--- src/rtl/cand_sched_pkg.sv ---
package cand_sched_pkg;
  typedef enum logic [1:0] {
    ST_IDLE = 2'd0,
    ST_FILL = 2'd1,
    ST_WAIT = 2'd2
  } sched_state_e;
endpackage

--- src/rtl/cand_sched_gen.sv ---
// Candidate counter: mixed-radix increment of a byte string plus index.
module cand_sched_gen #(
  parameter int CHARS      = 8,
  parameter int CHAR_W     = 8,
  parameter int FIRST_CHAR = 97,
  parameter int RADIX      = 26,
  parameter int CNT_W      = 32,
  localparam int CAND_W    = CHARS * CHAR_W
) (
  input  logic              clk,
  input  logic              rst_n,
  input  logic              load,
  input  logic [CAND_W-1:0] start,
  input  logic [CNT_W-1:0]  total,
  input  logic              step,
  output logic [CAND_W-1:0] cand,
  output logic [CNT_W-1:0]  index,
  output logic              done
);
  localparam logic [CHAR_W-1:0] LO = CHAR_W'(FIRST_CHAR);
  localparam logic [CHAR_W-1:0] HI = CHAR_W'(FIRST_CHAR + RADIX - 1);

  logic [CAND_W-1:0] cand_q, cand_nx;
  logic [CNT_W-1:0]  index_q, total_q;
  logic [CHARS-1:0]  carry;

  assign carry[0] = 1'b1;

  for (genvar g = 0; g < CHARS; g++) begin : g_digit
    logic [CHAR_W-1:0] ch;
    logic              at_top;
    assign ch     = cand_q[g*CHAR_W +: CHAR_W];
    assign at_top = (ch == HI);
    assign cand_nx[g*CHAR_W +: CHAR_W] = !carry[g] ? ch : (at_top ? LO : ch + 1'b1);
    if (g < CHARS - 1) begin : g_carry
      assign carry[g+1] = carry[g] & at_top;
    end
  end

  assign done  = (index_q == total_q);
  assign cand  = cand_q;
  assign index = index_q;

  always_ff @(posedge clk or negedge rst_n) begin
    if (!rst_n) begin
      cand_q  <= {CHARS{LO}};
      index_q <= '0;
      total_q <= '0;
    end else if (load) begin
      cand_q  <= start;
      index_q <= '0;
      total_q <= total;
    end else if (step && !done) begin
      cand_q  <= cand_nx;
      index_q <= index_q + 1'b1;
    end
  end
endmodule

--- src/rtl/cand_sched_slots.sv ---
// Slot and core pointers for one fill round, plus per-core base index.
module cand_sched_slots #(
  parameter int NUM_CORES = 2,
  parameter int SLOTS     = 83,
  parameter int CNT_W     = 32,
  localparam int SLOT_W   = (SLOTS > 1) ? $clog2(SLOTS) : 1,
  localparam int CORE_W   = (NUM_CORES > 1) ? $clog2(NUM_CORES) : 1
) (
  input  logic              clk,
  input  logic              rst_n,
  input  logic              clear,
  input  logic              advance,
  input  logic [CNT_W-1:0]  cur_index,
  input  logic [CORE_W-1:0] hit_core,
  input  logic [SLOT_W-1:0] hit_slot,
  output logic [CORE_W-1:0] core_ptr,
  output logic [SLOT_W-1:0] slot_ptr,
  output logic              round_end,
  output logic [CNT_W-1:0]  hit_index
);
  localparam logic [SLOT_W-1:0] SLOT_LAST = SLOT_W'(SLOTS - 1);
  localparam logic [CORE_W-1:0] CORE_LAST = CORE_W'(NUM_CORES - 1);

  logic [CORE_W-1:0] core_q;
  logic [SLOT_W-1:0] slot_q;
  logic              slot_wrap;
  logic [CNT_W-1:0]  base_q [NUM_CORES];
  logic [CNT_W-1:0]  base_sel;

  assign slot_wrap = (slot_q == SLOT_LAST);
  assign round_end = slot_wrap && (core_q == CORE_LAST);
  assign core_ptr  = core_q;
  assign slot_ptr  = slot_q;

  always_ff @(posedge clk or negedge rst_n) begin
    if (!rst_n) begin
      core_q <= '0;
      slot_q <= '0;
    end else if (clear) begin
      core_q <= '0;
      slot_q <= '0;
    end else if (advance) begin
      if (slot_wrap) begin
        slot_q <= '0;
        core_q <= (core_q == CORE_LAST) ? '0 : core_q + 1'b1;
      end else begin
        slot_q <= slot_q + 1'b1;
      end
    end
  end

  for (genvar g = 0; g < NUM_CORES; g++) begin : g_base
    always_ff @(posedge clk or negedge rst_n) begin
      if (!rst_n)
        base_q[g] <= '0;
      else if (advance && (slot_q == '0) && (core_q == CORE_W'(g)))
        base_q[g] <= cur_index;
    end
  end

  always_comb begin
    base_sel = '0;
    for (int i = 0; i < NUM_CORES; i++)
      if (hit_core == CORE_W'(i)) base_sel = base_q[i];
  end

  assign hit_index = base_sel + CNT_W'(hit_slot);
endmodule

--- src/rtl/cand_sched_drain.sv ---
// Collects per-core completion and picks the winning hit.
module cand_sched_drain #(
  parameter int NUM_CORES = 2,
  parameter int SLOT_W    = 7,
  parameter int CORE_W    = 1
) (
  input  logic                        clk,
  input  logic                        rst_n,
  input  logic                        clear,
  input  logic [NUM_CORES-1:0]        core_done,
  input  logic [NUM_CORES-1:0]        core_match,
  input  logic [NUM_CORES*SLOT_W-1:0] core_hit_slot,
  output logic                        all_drained,
  output logic                        any_match,
  output logic [CORE_W-1:0]           hit_core,
  output logic [SLOT_W-1:0]           hit_slot
);
  logic [NUM_CORES-1:0] mask_q;

  assign all_drained = &(mask_q | core_done);
  assign any_match   = |core_match;

  always_comb begin
    hit_core = '0;
    hit_slot = '0;
    for (int i = NUM_CORES - 1; i >= 0; i--) begin
      if (core_match[i]) begin
        hit_core = CORE_W'(i);
        hit_slot = core_hit_slot[i*SLOT_W +: SLOT_W];
      end
    end
  end

  always_ff @(posedge clk or negedge rst_n) begin
    if (!rst_n)      mask_q <= '0;
    else if (clear)  mask_q <= '0;
    else             mask_q <= mask_q | core_done;
  end
endmodule

--- src/rtl/cand_sched.sv ---
// Round-based candidate scheduler feeding an array of search cores.
module cand_sched
  import cand_sched_pkg::*;
#(
  parameter int NUM_CORES  = 2,
  parameter int SLOTS      = 83,
  parameter int CHARS      = 8,
  parameter int CHAR_W     = 8,
  parameter int FIRST_CHAR = 97,
  parameter int RADIX      = 26,
  parameter int CNT_W      = 32,
  localparam int CAND_W    = CHARS * CHAR_W,
  localparam int SLOT_W    = (SLOTS > 1) ? $clog2(SLOTS) : 1,
  localparam int CORE_W    = (NUM_CORES > 1) ? $clog2(NUM_CORES) : 1
) (
  input  logic                        clk,
  input  logic                        rst_n,
  input  logic                        blk_valid,
  output logic                        blk_ready,
  input  logic [CAND_W-1:0]           blk_start,
  input  logic [CNT_W-1:0]            blk_count,
  output logic                        cand_valid,
  input  logic                        cand_ready,
  output logic [CAND_W-1:0]           cand_data,
  output logic [CNT_W-1:0]            cand_index,
  output logic                        cand_live,
  output logic [CORE_W-1:0]           cand_core,
  output logic [SLOT_W-1:0]           cand_slot,
  input  logic [NUM_CORES-1:0]        core_done,
  input  logic [NUM_CORES-1:0]        core_match,
  input  logic [NUM_CORES*SLOT_W-1:0] core_hit_slot,
  output logic                        idle,
  output logic                        found,
  output logic [CNT_W-1:0]            found_index,
  output logic                        gen_done
);
  sched_state_e      state_q, state_d;
  logic              accept, fire, step, start_round;
  logic              round_end, all_drained, any_match, gen_done_w;
  logic [CORE_W-1:0] hit_core;
  logic [SLOT_W-1:0] hit_slot;
  logic [CNT_W-1:0]  hit_index;
  logic              found_q;
  logic [CNT_W-1:0]  found_index_q;

  assign idle       = (state_q == ST_IDLE);
  assign blk_ready  = idle;
  assign accept     = blk_valid && blk_ready;
  assign cand_valid = (state_q == ST_FILL);
  assign fire       = cand_valid && cand_ready;
  assign cand_live  = !gen_done_w;
  assign step       = fire && cand_live;
  assign gen_done   = gen_done_w;

  cand_sched_gen #(
    .CHARS(CHARS), .CHAR_W(CHAR_W), .FIRST_CHAR(FIRST_CHAR),
    .RADIX(RADIX), .CNT_W(CNT_W)
  ) u_gen (
    .clk(clk), .rst_n(rst_n), .load(accept), .start(blk_start),
    .total(blk_count), .step(step), .cand(cand_data),
    .index(cand_index), .done(gen_done_w)
  );

  cand_sched_slots #(
    .NUM_CORES(NUM_CORES), .SLOTS(SLOTS), .CNT_W(CNT_W)
  ) u_slots (
    .clk(clk), .rst_n(rst_n), .clear(accept), .advance(fire),
    .cur_index(cand_index), .hit_core(hit_core), .hit_slot(hit_slot),
    .core_ptr(cand_core), .slot_ptr(cand_slot), .round_end(round_end),
    .hit_index(hit_index)
  );

  cand_sched_drain #(
    .NUM_CORES(NUM_CORES), .SLOT_W(SLOT_W), .CORE_W(CORE_W)
  ) u_drain (
    .clk(clk), .rst_n(rst_n), .clear(start_round), .core_done(core_done),
    .core_match(core_match), .core_hit_slot(core_hit_slot),
    .all_drained(all_drained), .any_match(any_match),
    .hit_core(hit_core), .hit_slot(hit_slot)
  );

  always_comb begin
    state_d     = state_q;
    start_round = 1'b0;
    case (state_q)
      ST_IDLE: begin
        if (accept && (blk_count != '0)) begin
          state_d     = ST_FILL;
          start_round = 1'b1;
        end
      end
      ST_FILL: begin
        if (any_match)              state_d = ST_IDLE;
        else if (fire && round_end) state_d = ST_WAIT;
      end
      ST_WAIT: begin
        if (any_match) begin
          state_d = ST_IDLE;
        end else if (all_drained) begin
          if (gen_done_w) begin
            state_d = ST_IDLE;
          end else begin
            state_d     = ST_FILL;
            start_round = 1'b1;
          end
        end
      end
      default: state_d = ST_IDLE;
    endcase
  end

  always_ff @(posedge clk or negedge rst_n) begin
    if (!rst_n) begin
      state_q       <= ST_IDLE;
      found_q       <= 1'b0;
      found_index_q <= '0;
    end else begin
      state_q <= state_d;
      if (accept) begin
        found_q <= 1'b0;
      end else if (!idle && any_match) begin
        found_q       <= 1'b1;
        found_index_q <= hit_index;
      end
    end
  end

  assign found       = found_q;
  assign found_index = found_index_q;
endmodule

--- config.mk ---
export PLATFORM = sky130hd
export DESIGN_NAME = cand_sched
export DESIGN_NICKNAME = d
export VERILOG_FILES = /design/src/rtl/cand_sched_pkg.sv /design/src/rtl/cand_sched_gen.sv /design/src/rtl/cand_sched_slots.sv /design/src/rtl/cand_sched_drain.sv /design/src/rtl/cand_sched.sv
export SDC_FILE = /design/constraint.sdc
export NUM_CORES = 1
export LEC_CHECK = 0
export BUFFER_PORTS_ARGS = -buffer_cell sky130_fd_sc_hd__buf_2
export CORE_MARGIN = 2
export CORE_UTILIZATION = 50
export DETAILED_ROUTE_END_ITERATION = 10
export PLACE_DENSITY = 0.88
export SETUP_SLACK_MARGIN = 0.05
export SLEW_MARGIN = 20
export SYNTH_ARGS = -nofsm -noshare
export SYNTH_HDL_FRONTEND = slang
export SYNTH_SLANG_ARGS = --single-unit
--- constraint.sdc ---
create_clock -name clk -period 2.5 [get_ports clk]
set_clock_uncertainty 0.05 [all_clocks]
set_input_delay 0.125 -clock clk [delete_from_list [all_inputs] [get_ports clk]]
set_output_delay 0.125 -clock clk [all_outputs]
set_load 0.03 [all_outputs]
# Yosys cells after proc, flatten, opt, wreduce, memory -nomap -nowiden
# Index checks and enable logic that the tools add are counted.
[op_classes]
addsub = 12
bitwise = 9
muxes = 46
reduce_logical = 39
n_eq_ne = 15
[op_table]
columns = ["operator", "n"]
rows = [
  ["$mux 64", 2],
  ["$mux 8", 15],
  ["$mux 32", 3],
  ["$add 8x1->8 const B", 8],
  ["$eq 8x7->1 const B", 8],
  ["$mux 7", 5],
  ["$add 32x1->32 const B", 1],
  ["$add 32x7->32", 1],
  ["$eq 32x32->1", 1],
  ["$reduce_bool 32->1", 1],
  ["$reduce_bool 2->1", 11],
  ["$reduce_and 2->1", 10],
  ["$mux 1", 13],
  ["$mux 2", 6],
  ["$logic_and 1x1->1", 11],
  ["$add 7x1->7 const B", 1],
  ["$eq 7x7->1 const B", 1],
  ["$logic_not 7->1", 1],
  ["$and 1x1->1", 6],
  ["$pmux 2 s3", 1],
  ["$ne 3x1->1 const B", 1],
  ["$ne 3x3->1 const B", 1],
  ["$reduce_and 3->1", 1],
  ["$eq 2x1->1 const B", 1],
  ["other kinds (9)", 11],
]
[totals]
input_bits = 118
wordCells = 139
regBits = 237

# Logic depth before layout (Yosys ltp)
# Gate-level depths: netlist (run 1).
[depth]
word_depth = 10
mapped_depth = 16

# By module
# A second synthesis (run 1) with hierarchy kept.
[unflattened]
cells_unflattened = 1308
hier_area_um2 = 13666.9
[by_module_without_submodules]
columns = ["mod", "n_inst", "seq_area_each_um2", "area_per_inst_um2", "cells_per_inst"]
rows = [
  ["cand_sched_gen", 1, 3233.1, 7667.4, 807],
  ["cand_sched_slots", 1, 1801.7, 4365.4, 380],
  ["cand_sched", 1, 875.8, 1457.6, 101],
  ["cand_sched_drain", 1, 50.0, 176.4, 20],
]

# Least setup slack after synthesis (run 1)
# No wires, ideal clock.
[synth_path]
kind = "input to register"
from = "input core_match[0]"
to = "register found_index_q[20], in the netlist found_index[20]"
arrival_ns = 3.571
setup_slack_ns = -1.255
stages = 16
n_path_buf = 5
path_cell_list = "and2b_1 buf_4 buf_1 clkbuf_1 clkbuf_1 nand2_1 nand2_1 ha_1 fa_1 a21o_1 a221oi_1 or4_1 clkbuf_1 nor4_1 xor2_1 o21ai_0"
[synth_between]
elab_chain_len = 3
elab_cells_between_ends = 7
[synth_rtl]
columns = ["item", "line_no", "source"]
rows = [
  ["start, declared", "cand_sched.sv:30", "input logic [NUM_CORES-1:0] core_match,"],
  ["$mux 1 or $reduce_or 2->1 (tied branches)", "cand_sched_drain.sv:27, cand_sched_drain.sv:21", ""],
  ["$mux 32 or $logic_and 1x1->1 (tied branches)", "cand_sched_slots.sv:64, cand_sched.sv:121", ""],
  ["$add 32x7->32 or $reduce_and 2->1 (tied branches)", "n/a", ""],
  ["end signal, assigned", "cand_sched.sv:123", "found_index_q <= hit_index;"],
  ["end, declared", "cand_sched.sv:44", "logic [CNT_W-1:0] found_index_q;"],
]
# Several ways; a longest one is shown, not always the timed one.
# A chain may end at the register's enable or synchronous reset.

# Final worst setup path (run 1)
[layout_path]
from = "register u_gen.total_q[18]"
to = "output cand_live"
[layout_between]
elab_chain_len = 2
[layout_rtl]
columns = ["item", "line_no", "source"]
rows = [
  ["start, declared", "cand_sched_gen.sv:24", "logic [CNT_W-1:0] index_q, total_q;"],
  ["start signal, assigned", "cand_sched_gen.sv:52", "total_q <= total;"],
  ["$eq 32x32->1", "cand_sched_gen.sv:40", "assign done = (index_q == total_q);"],
  ["$logic_not 1->1", "cand_sched.sv:51", "assign cand_live = !gen_done_w;"],
  ["end, declared", "cand_sched.sv:26", "output logic cand_live,"],
]
# No other way between the ends.

==> results.tsv, run 1 <==
stage	metric	value	unit
outcome	status	complete, but fails checks	
outcome	violations	negative setup slack	
synthesis	synth_edf_count	0	
synthesis	synth-seq-cells	237	
worst_setup_path	worstPathRequired	2.33	ns
worst_setup_path	crit_buf_inv	5	
synthesis	synth_fp_nets	1606	
worst_setup_path	cp_max_fo	4	
floorplan	dieArea	28500	µm²
layout	instances_no_fill	2320	
layout	fin_nets	2105	
timing	drv_slew	0	
cts	clockRootBuffer	clkbuf_16	
floorplan	fp.dieW	169	µm
global_route	antenna_found_initial	1	
layout	drive_gt1_share	37.1	%
worst_setup_path	crit_type	reg -> out	
timing	rsz0062_at_grt	yes	
route	dr.first_iter.drc_count	1401	
worst_setup_path	crit_chain	xor2_2 > nor4_2 > buf_4 > nand4_1 > buf_6 > nor2_4 > inv_2 > buf_6 > buf_6	
pwr	p_total	12100	µW
cts	ctsHtreeMaxLevel	1	
floorplan	start_util	50.6	%
synthesis	synth_area	13600	µm²
placement	dp.cells	2131	
global_route	grt_max_degree	89	
cts	clkTransAtPathRegs	0.06	ns
route	first_pass_iters	6	
global_route	track_usage	33.8	%
global_route	grt_overflow_total	0	
worst_setup_path	cp-end-kind	primary output	
worst_setup_path	worstPathArrival	2.42	ns
placement	portBuffers	259	
route	detail-route-antenna-nets	0	
layout	area_growth	43.6	%
worst_setup_path	cp_top_family	buffers and inverters	
timing	fin_crit	2.59	ns
flow_run	max-cap-violations	0	
floorplan	core	26800	µm²
cts	cts_tree	done	
floorplan	dieHeight	169	µm
pwr	leakagePower	0.00939	µW
timing	hold_violations	0	
route	wl_per_cell	21.6	µm
synthesis	yosysWarningCount	0	
placement	post-place-ws	-0.505	ns
floorplan	fp-row-count	60	
timing	timing.fmax	0.385	GHz
synthesis	yosys_most_used_dff	dfrtp_1	
route	routed-via-count	14368	
pwr	vdd_drop_max	0.000597	V
placement	dpl.hpwl	31300	µm
timing	setup_slack	-0.0948	ns
timing	slew_headroom	41.9	%
cts	cts.sinks	237	
hold_path	hold_path_class	in -> reg	
cts	numCtsBuffers	27	
synthesis	ys_types	89	
pwr	power_per_cell_area	622	nW/µm²
floorplan	ioPinCount	260	
timing	finalSetupViolCount	21	
worst_setup_path	max_stage_delay	0.44	ns
global_route	grt_pass1_vias	14384	
route	route.detailed.drc	0	
timing	worst_pin_slew	0.871	ns
layout	multi_input_area	7810	µm²
placement	place_congestion	0.922	
worst_setup_path	critPathSlowestCell	dfrtp_1	
layout	finalInstanceArea	19500	µm²
route	viasPerCell	6.19	
worst_setup_path	critPathMostFrequentCell	buf_6	
synthesis	avgSynthCellArea	9.29	µm²
layout	fill_cells	1705	
worst_setup_path	start_kind	register	
layout	diodes	0	
global_route	grt_pass1_wl	77000	µm
route	finalWirelength	50200	µm
cts	clk_path_buf_depth	3	
layout	seqCellArea	5980	µm²
cts	clkLatencyLatePin	0.54	ns
placement	dpl_cell_area	16500	µm²
synthesis	ys_seq_area_share	43.9	%
timing	period_share	104	%
synthesis	synth-async-reset-ratio	100	%
synthesis	syn_inst	1460	
layout	fin_util	72.7	%
[metrics by stage]
stage	setup TNS [ns]	hold WS, ns
6_report	-0.827	0.0225
5_1_grt	-4.61	0.0606
4_1_cts	-0.220	0.0294
3_5_place_dp	-8.56	0.105
3_3_place_gp	-6.00	0.0977
2_1_floorplan	-9.73	-0.221
[worst paths after layout]
kind	start	end	slack, ns	cells after the start
hold / removal	core_hit_slot[7]	found_index[0]	0.02	5
setup / recovery	u_gen.total_q[18]	cand_live	-0.09	9
hold reg to reg	found_index[0]	found_index[0]	0.43	2
min in group asynchronous	rst_n	found_index[24]	0.12	2
max in group asynchronous	rst_n	u_gen.cand[40]	1.41	3
setup reg to reg	u_slots.base_q[35]	found_index[21]	-0.08	12
[flip-flops by register name (all words and copies together) (netlist names), 2 cells and up]
register / cells
u_gen.cand: 64
u_slots.base_q: 64
found_index: 32
u_gen.index: 32
u_gen.total_q: 32
u_slots.slot_ptr: 7
state_q: 2
u_drain.mask_q: 2
[power by group]
| part | switching [µW] | internal, µW |
|---|---|---|
| sequential | 382 | 4210 |
| combinational | 1720 | 1040 |
| clock | 1670 | 3090 |
[per-layer routing]
| layer | track usage (%) | routed length, µm |
|---|---|---|
| met1 | 41.4 | 18700 |
| met2 | 58.7 | 24300 |
| met3 | 5.49 | 4320 |
| met4 | 15.6 | 2920 |
| met5 | 0 | 13 |
[cell usage after synthesis (6+ instances only)]
master    instances  area share [%]
o21ai_0          52             1.9
nand3b_1          6            0.33
mux2_2           63             5.2
nor3_1           29             1.1
xor2_1           47             3.0
a31o_2            8            0.52
a21oi_1          30             1.1
nor3b_1           8            0.44
and4_1            9            0.58
nand4_1          26             1.2
nand2b_1         11            0.51
xnor2_1          22             1.4
and3_1           24             1.1
or4_1             9            0.50
a22o_1            7            0.45
ha_1             27             2.5
or3_1             8            0.37
a211oi_1         16            0.89
clkbuf_1         46             1.3
nor4_1           37             1.7
nand2_1         305             8.4
dfrtp_1         213              39
nand3_1          50             1.8
buf_1            12            0.33
dfstp_2          24             4.6
mux2i_1          47             3.5
a21o_1            6            0.33
a31oi_1          24             1.1
buf_2            25            0.92
or2_2             7            0.32
nor2_1           95             2.6
o21ai_1           8            0.30
and2_1            9            0.41
inv_1            26            0.72
o31ai_1          12            0.66
a311oi_1          8            0.52
[worst register-to-register path, delay by kind of cell (launching register included)]
family	cells	cell delay [ns]
buf+inv	3	0.44
compound gates	2	0.20
simple gates	5	0.79
flops	1	0.39
xor+xnor	1	0.25
fa+ha+maj	1	0.29
[layout make-up]
class | instances | share of cell area [%]
clock buffers | 32 | 3.72
clock inverters | 17 | 1.75
inverters | 26 | 0.501
multi-input cells | 1111 | 40.1
flip-flops and latches | 237 | 30.7
well taps | 341 | 2.19
repair buffers | 556 | 21.1
[timing repair]
action,CTS,global route
endpoints found under the hold margin,173,0
pin swaps,24,62
gates cloned,3,1
gates resized for setup,56,90
buffers inserted,19,22
hold buffers,99,0
endpoints found under the setup margin,78,105
[placed cells by master (no fill, tap or decap), types with 26 or more instances in the layout]
cell type      instances
nand4_1               26
nand2_1              296
nor2_1                88
mux2_2                62
nand3_1               47
buf_2                256
buf_6                 28
clkbuf_16             28
dlygate4sd3_1         99
dfrtp_1              197
buf_4                155
mux2i_1               45
o21ai_0               36
xor2_1                44
[kinds of logic after synthesis]
group	share of synthesized area (%)
buffers and inverters	3.39
and+or+nand+nor	23.7
adders and majority gates	2.64
AOI/OAI and AO/OA	12.8
DFF	43.9
muxes	9.07
xor gates and xnor gates	4.45
(Power assumes the default switching activity.)
==> run 2: changes to the inputs <==
==> constraint.sdc (replaced) <==
create_clock -name clk -period 2.5 [get_ports clk]
set_clock_uncertainty 0.05 [all_clocks]
set_input_delay 0.25 -clock clk [delete_from_list [all_inputs] [get_ports clk]]
set_output_delay 0.25 -clock clk [all_outputs]
set_load 0.03 [all_outputs]
==> run 2 against run 1 <==
Net effect: the flow finishes with violations (design-rule violations, negative setup slack); power fell by 4.8%; core utilization fell by 0.60 points; highest routed layer is now met4; die area did not move; routed wire length rose by 0.21%.
==> results.tsv, run 2 (same netlist as run 1, synthesis figures left out) <==
stage	metric	value	unit	change
worst_setup_path	start_kind	register		unchanged
global_route	track_usage	32.6	%	was 33.8%
cts	clockRootBuffer	clkbuf_16		unchanged
timing	setup_slack	-0.176	ns	was -0.0948 ns
cts	ctsHtreeMaxLevel	1		unchanged
hold_path	hold_path_class	in -> reg		unchanged
worst_setup_path	critPathSlowestCell	dfrtp_1		unchanged
timing	rsz0062_at_grt	yes		unchanged
timing	worst_pin_slew	0.647	ns	was 0.871 ns
pwr	power.net_switching	3770	µW	about the same
cts	clk_path_buf_depth	3		unchanged
route	dr.first_iter.drc_count	1524		was 1,401
worst_setup_path	worstPathArrival	2.38	ns	was 2.42 ns
layout	instances_no_fill	2301		was 2,320
placement	dp.cells	2125		was 2,131
flow_run	max-cap-violations	0		unchanged
route	first_pass_iters	11		was 6
pwr	vdd_drop_max	0.000618	V	was 0.000597 V
pwr	p_clk_share	35.5	%	was 39.3%
floorplan	core	26800	µm²	unchanged
route	routed-via-count	14352		was 14,368
route	route.detailed.drc	1		was 0
floorplan	start_util	50.6	%	unchanged
worst_setup_path	cp_top_family	simple AND/OR/NAND/NOR gates		was buffers and inverters
timing	period_share	107	%	was 104%
timing	fin_hold_ws	0.0846	ns	was 0.0225 ns
cts	clkLatencyLatePin	0.54	ns	about the same
timing	drv_slew	0		unchanged
route	detail-route-antenna-nets	0		unchanged
pwr	seqPwrFrac	40.1	%	was 37.9%
layout	finalInstanceArea	19300	µm²	was 19,500 µm²
global_route	grt_overflow_total	0		unchanged
layout	drive_gt1_share	36.8	%	was 37.1%
layout	area_growth	42.4	%	was 43.6%
timing	timing.fmax	0.374	GHz	was 0.385 GHz
floorplan	fp-row-count	60		unchanged
cts	clkTransAtPathRegs	0.06	ns	about the same
global_route	antenna_found_initial	1		unchanged
global_route	grt_max_degree	83		was 89
worst_setup_path	max_stage_delay	0.40	ns	was 0.44 ns
timing	finalSetupTns	-1.08	ns	was -0.827 ns
route	wl_per_cell	21.9	µm	was 21.6 µm
pwr	comb_power_share	24.5	%	was 22.7%
layout	mostFrequentLayoutCell	nand2_1		unchanged
global_route	grt_pass1_vias	13646		was 14,384
pwr	sw_frac_of_total	32.7	%	was 31.1%
placement	place_congestion	0.884		was 0.922
cts	cts.sinks	237		unchanged
worst_setup_path	crit_chain	buf_4 > xor2_1 > nor4_2 > nand4_1 > nor2_4 > buf_6 > buf_6		was xor2_2 > nor4_2 > buf_4 > nand4_1 > buf_6 > nor2_4 > inv_2 > buf_6 > buf_6
route	viasPerCell	6.24		was 6.19
timing	hold_violations	0		unchanged
floorplan	dieHeight	169	µm	unchanged
pwr	leakagePower	0.00918	µW	was 0.00939 µW
floorplan	dieArea	28500	µm²	unchanged
worst_setup_path	cp_max_fo	7		was 4
route	finalWirelength	50300	µm	was 50,200 µm
placement	dpl.hpwl	31000	µm	was 31,300 µm
layout	fin_nets	2086		was 2,105
global_route	grt_pass1_wl	74200	µm	was 77,000 µm
outcome	status	complete, but fails checks		unchanged
timing	fin_crit	2.68	ns	was 2.59 ns
cts	cts_tree	done		unchanged
worst_setup_path	crit_buf_inv	3		was 5
worst_setup_path	crit_type	reg -> out		unchanged
floorplan	fp.dieW	169	µm	unchanged
timing	slew_headroom	56.9	%	was 41.9%
placement	dpl_cell_area	16400	µm²	was 16,500 µm²
worst_setup_path	worstPathRequired	2.20	ns	was 2.33 ns
pwr	power_per_cell_area	597	nW/µm²	was 622 nW/µm²
cts	numCtsBuffers	26		was 27
worst_setup_path	critPathMostFrequentCell	buf_6		unchanged
timing	finalSetupViolCount	17		was 21
placement	portBuffers	259		unchanged
floorplan	ioPinCount	260		unchanged
worst_setup_path	cp-end-kind	primary output		unchanged
outcome	violations	design-rule violations, negative setup slack		was negative setup slack
pwr	intPower	7770	µW	was 8350 µW
layout	mostFrequentLayoutCells	297 x nand2_1, 257 x buf_2, 197 x dfrtp_1, 143 x buf_4, 98 x dlygate4sd3_1		was 296 x nand2_1, 256 x buf_2, 197 x dfrtp_1, 155 x buf_4, 99 x dlygate4sd3_1
run 2: cell count changes in the layout (fill, tap and decap cells not counted), moves of 4 or more:
cell | before | now
nor4_2 | 9 | 5
xor2_2 | 3 | 12
clkbuf_1 | 2 | 8
bufinv_16 | 10 | 3
buf_4 | 155 | 143
xor2_1 | 44 | 33
buf_6 | 28 | 21
o21ai_0 | 36 | 40
clkbuf_8 | 3 | 7
run 2: what timing repair did:
| item | in CTS | in global routing |
|---|---|---|
| endpoints found under the hold margin | 170 | 0 |
| buffers inserted | 13 | 16 |
| cloned | 3 | 1 |
| setup endpoints to repair | 87 | 104 |
| hold buffers | 98 | 0 |
| pin swaps | 11 | 42 |
| gates resized for setup | 36 | 123 |
run 2: stage by stage:
stage	util [%]	setup WS, ns	total power, µW
floorplan	-	-0.665	6020
global placement	61.2	-0.497	6910
detailed placement	61.2	-0.605	6990
CTS	69.3	-0.167	11200
global route	72.1	-0.287	11900
finish	72.1	-0.176	11500
run 2: path summary, 6_finish.rpt:
path | slack (ns) | depth (start not counted) | end | start
setup / recovery | -0.18 | 7 | gen_done | u_gen.index[8]
hold / removal | 0.08 | 3 | u_gen.cand[38] | blk_start[38]
max in group asynchronous | 1.38 | 3 | u_gen.cand[40] | rst_n
min in group asynchronous | 0.21 | 2 | found_index[20] | rst_n
setup reg to reg | -0.09 | 8 | u_gen.cand[57] | u_gen.cand[54]
hold reg to reg | 0.43 | 2 | found_index[17] | found_index[17]
run 2: final cells by class:
type,count,area (µm²)
Tap cell,341,427
Timing Repair Buffer,538,3950
Sequential cell,237,5980
Clock buffer,42,802
Fill cell,1710,7470
Antenna cell,1,2.50
Multi-Input combinational cell,1111,7960
Inverter,26,100
Clock inverter,5,100
run 2: power groups by stage:
| stage | sequential [µW] | combinational (µW) | clock, µW |
|---|---|---|---|
| 3_5_place_dp | 4610 | 2370 | 0 |
| 6_report | 4620 | 2820 | 4090 |
| 2_1_floorplan | 5030 | 987 | 0 |
| 4_1_cts | 4560 | 2550 | 4110 |
| 3_3_place_gp | 4600 | 2310 | 0 |
| 5_1_grt | 4650 | 3010 | 4290 |
run 2: worst min-delay path, delay by kind of cell:
family / cells / cell delay (ns)
AOI/OAI and AO/OA: 1 / 0.22
buffers and inverters: 1 / 0.08
and+or+nand+nor: 1 / 0.07
run 2: routing by layer:
metal | share of wire (%) | routed length (µm) | global-route usage, %
met1 | 36 | 18200 | 41.0
met2 | 48 | 24300 | 56.1
met3 | 10 | 5130 | 6.31
met4 | 5.3 | 2650 | 11.6
met5 | 0 | 0 | 0
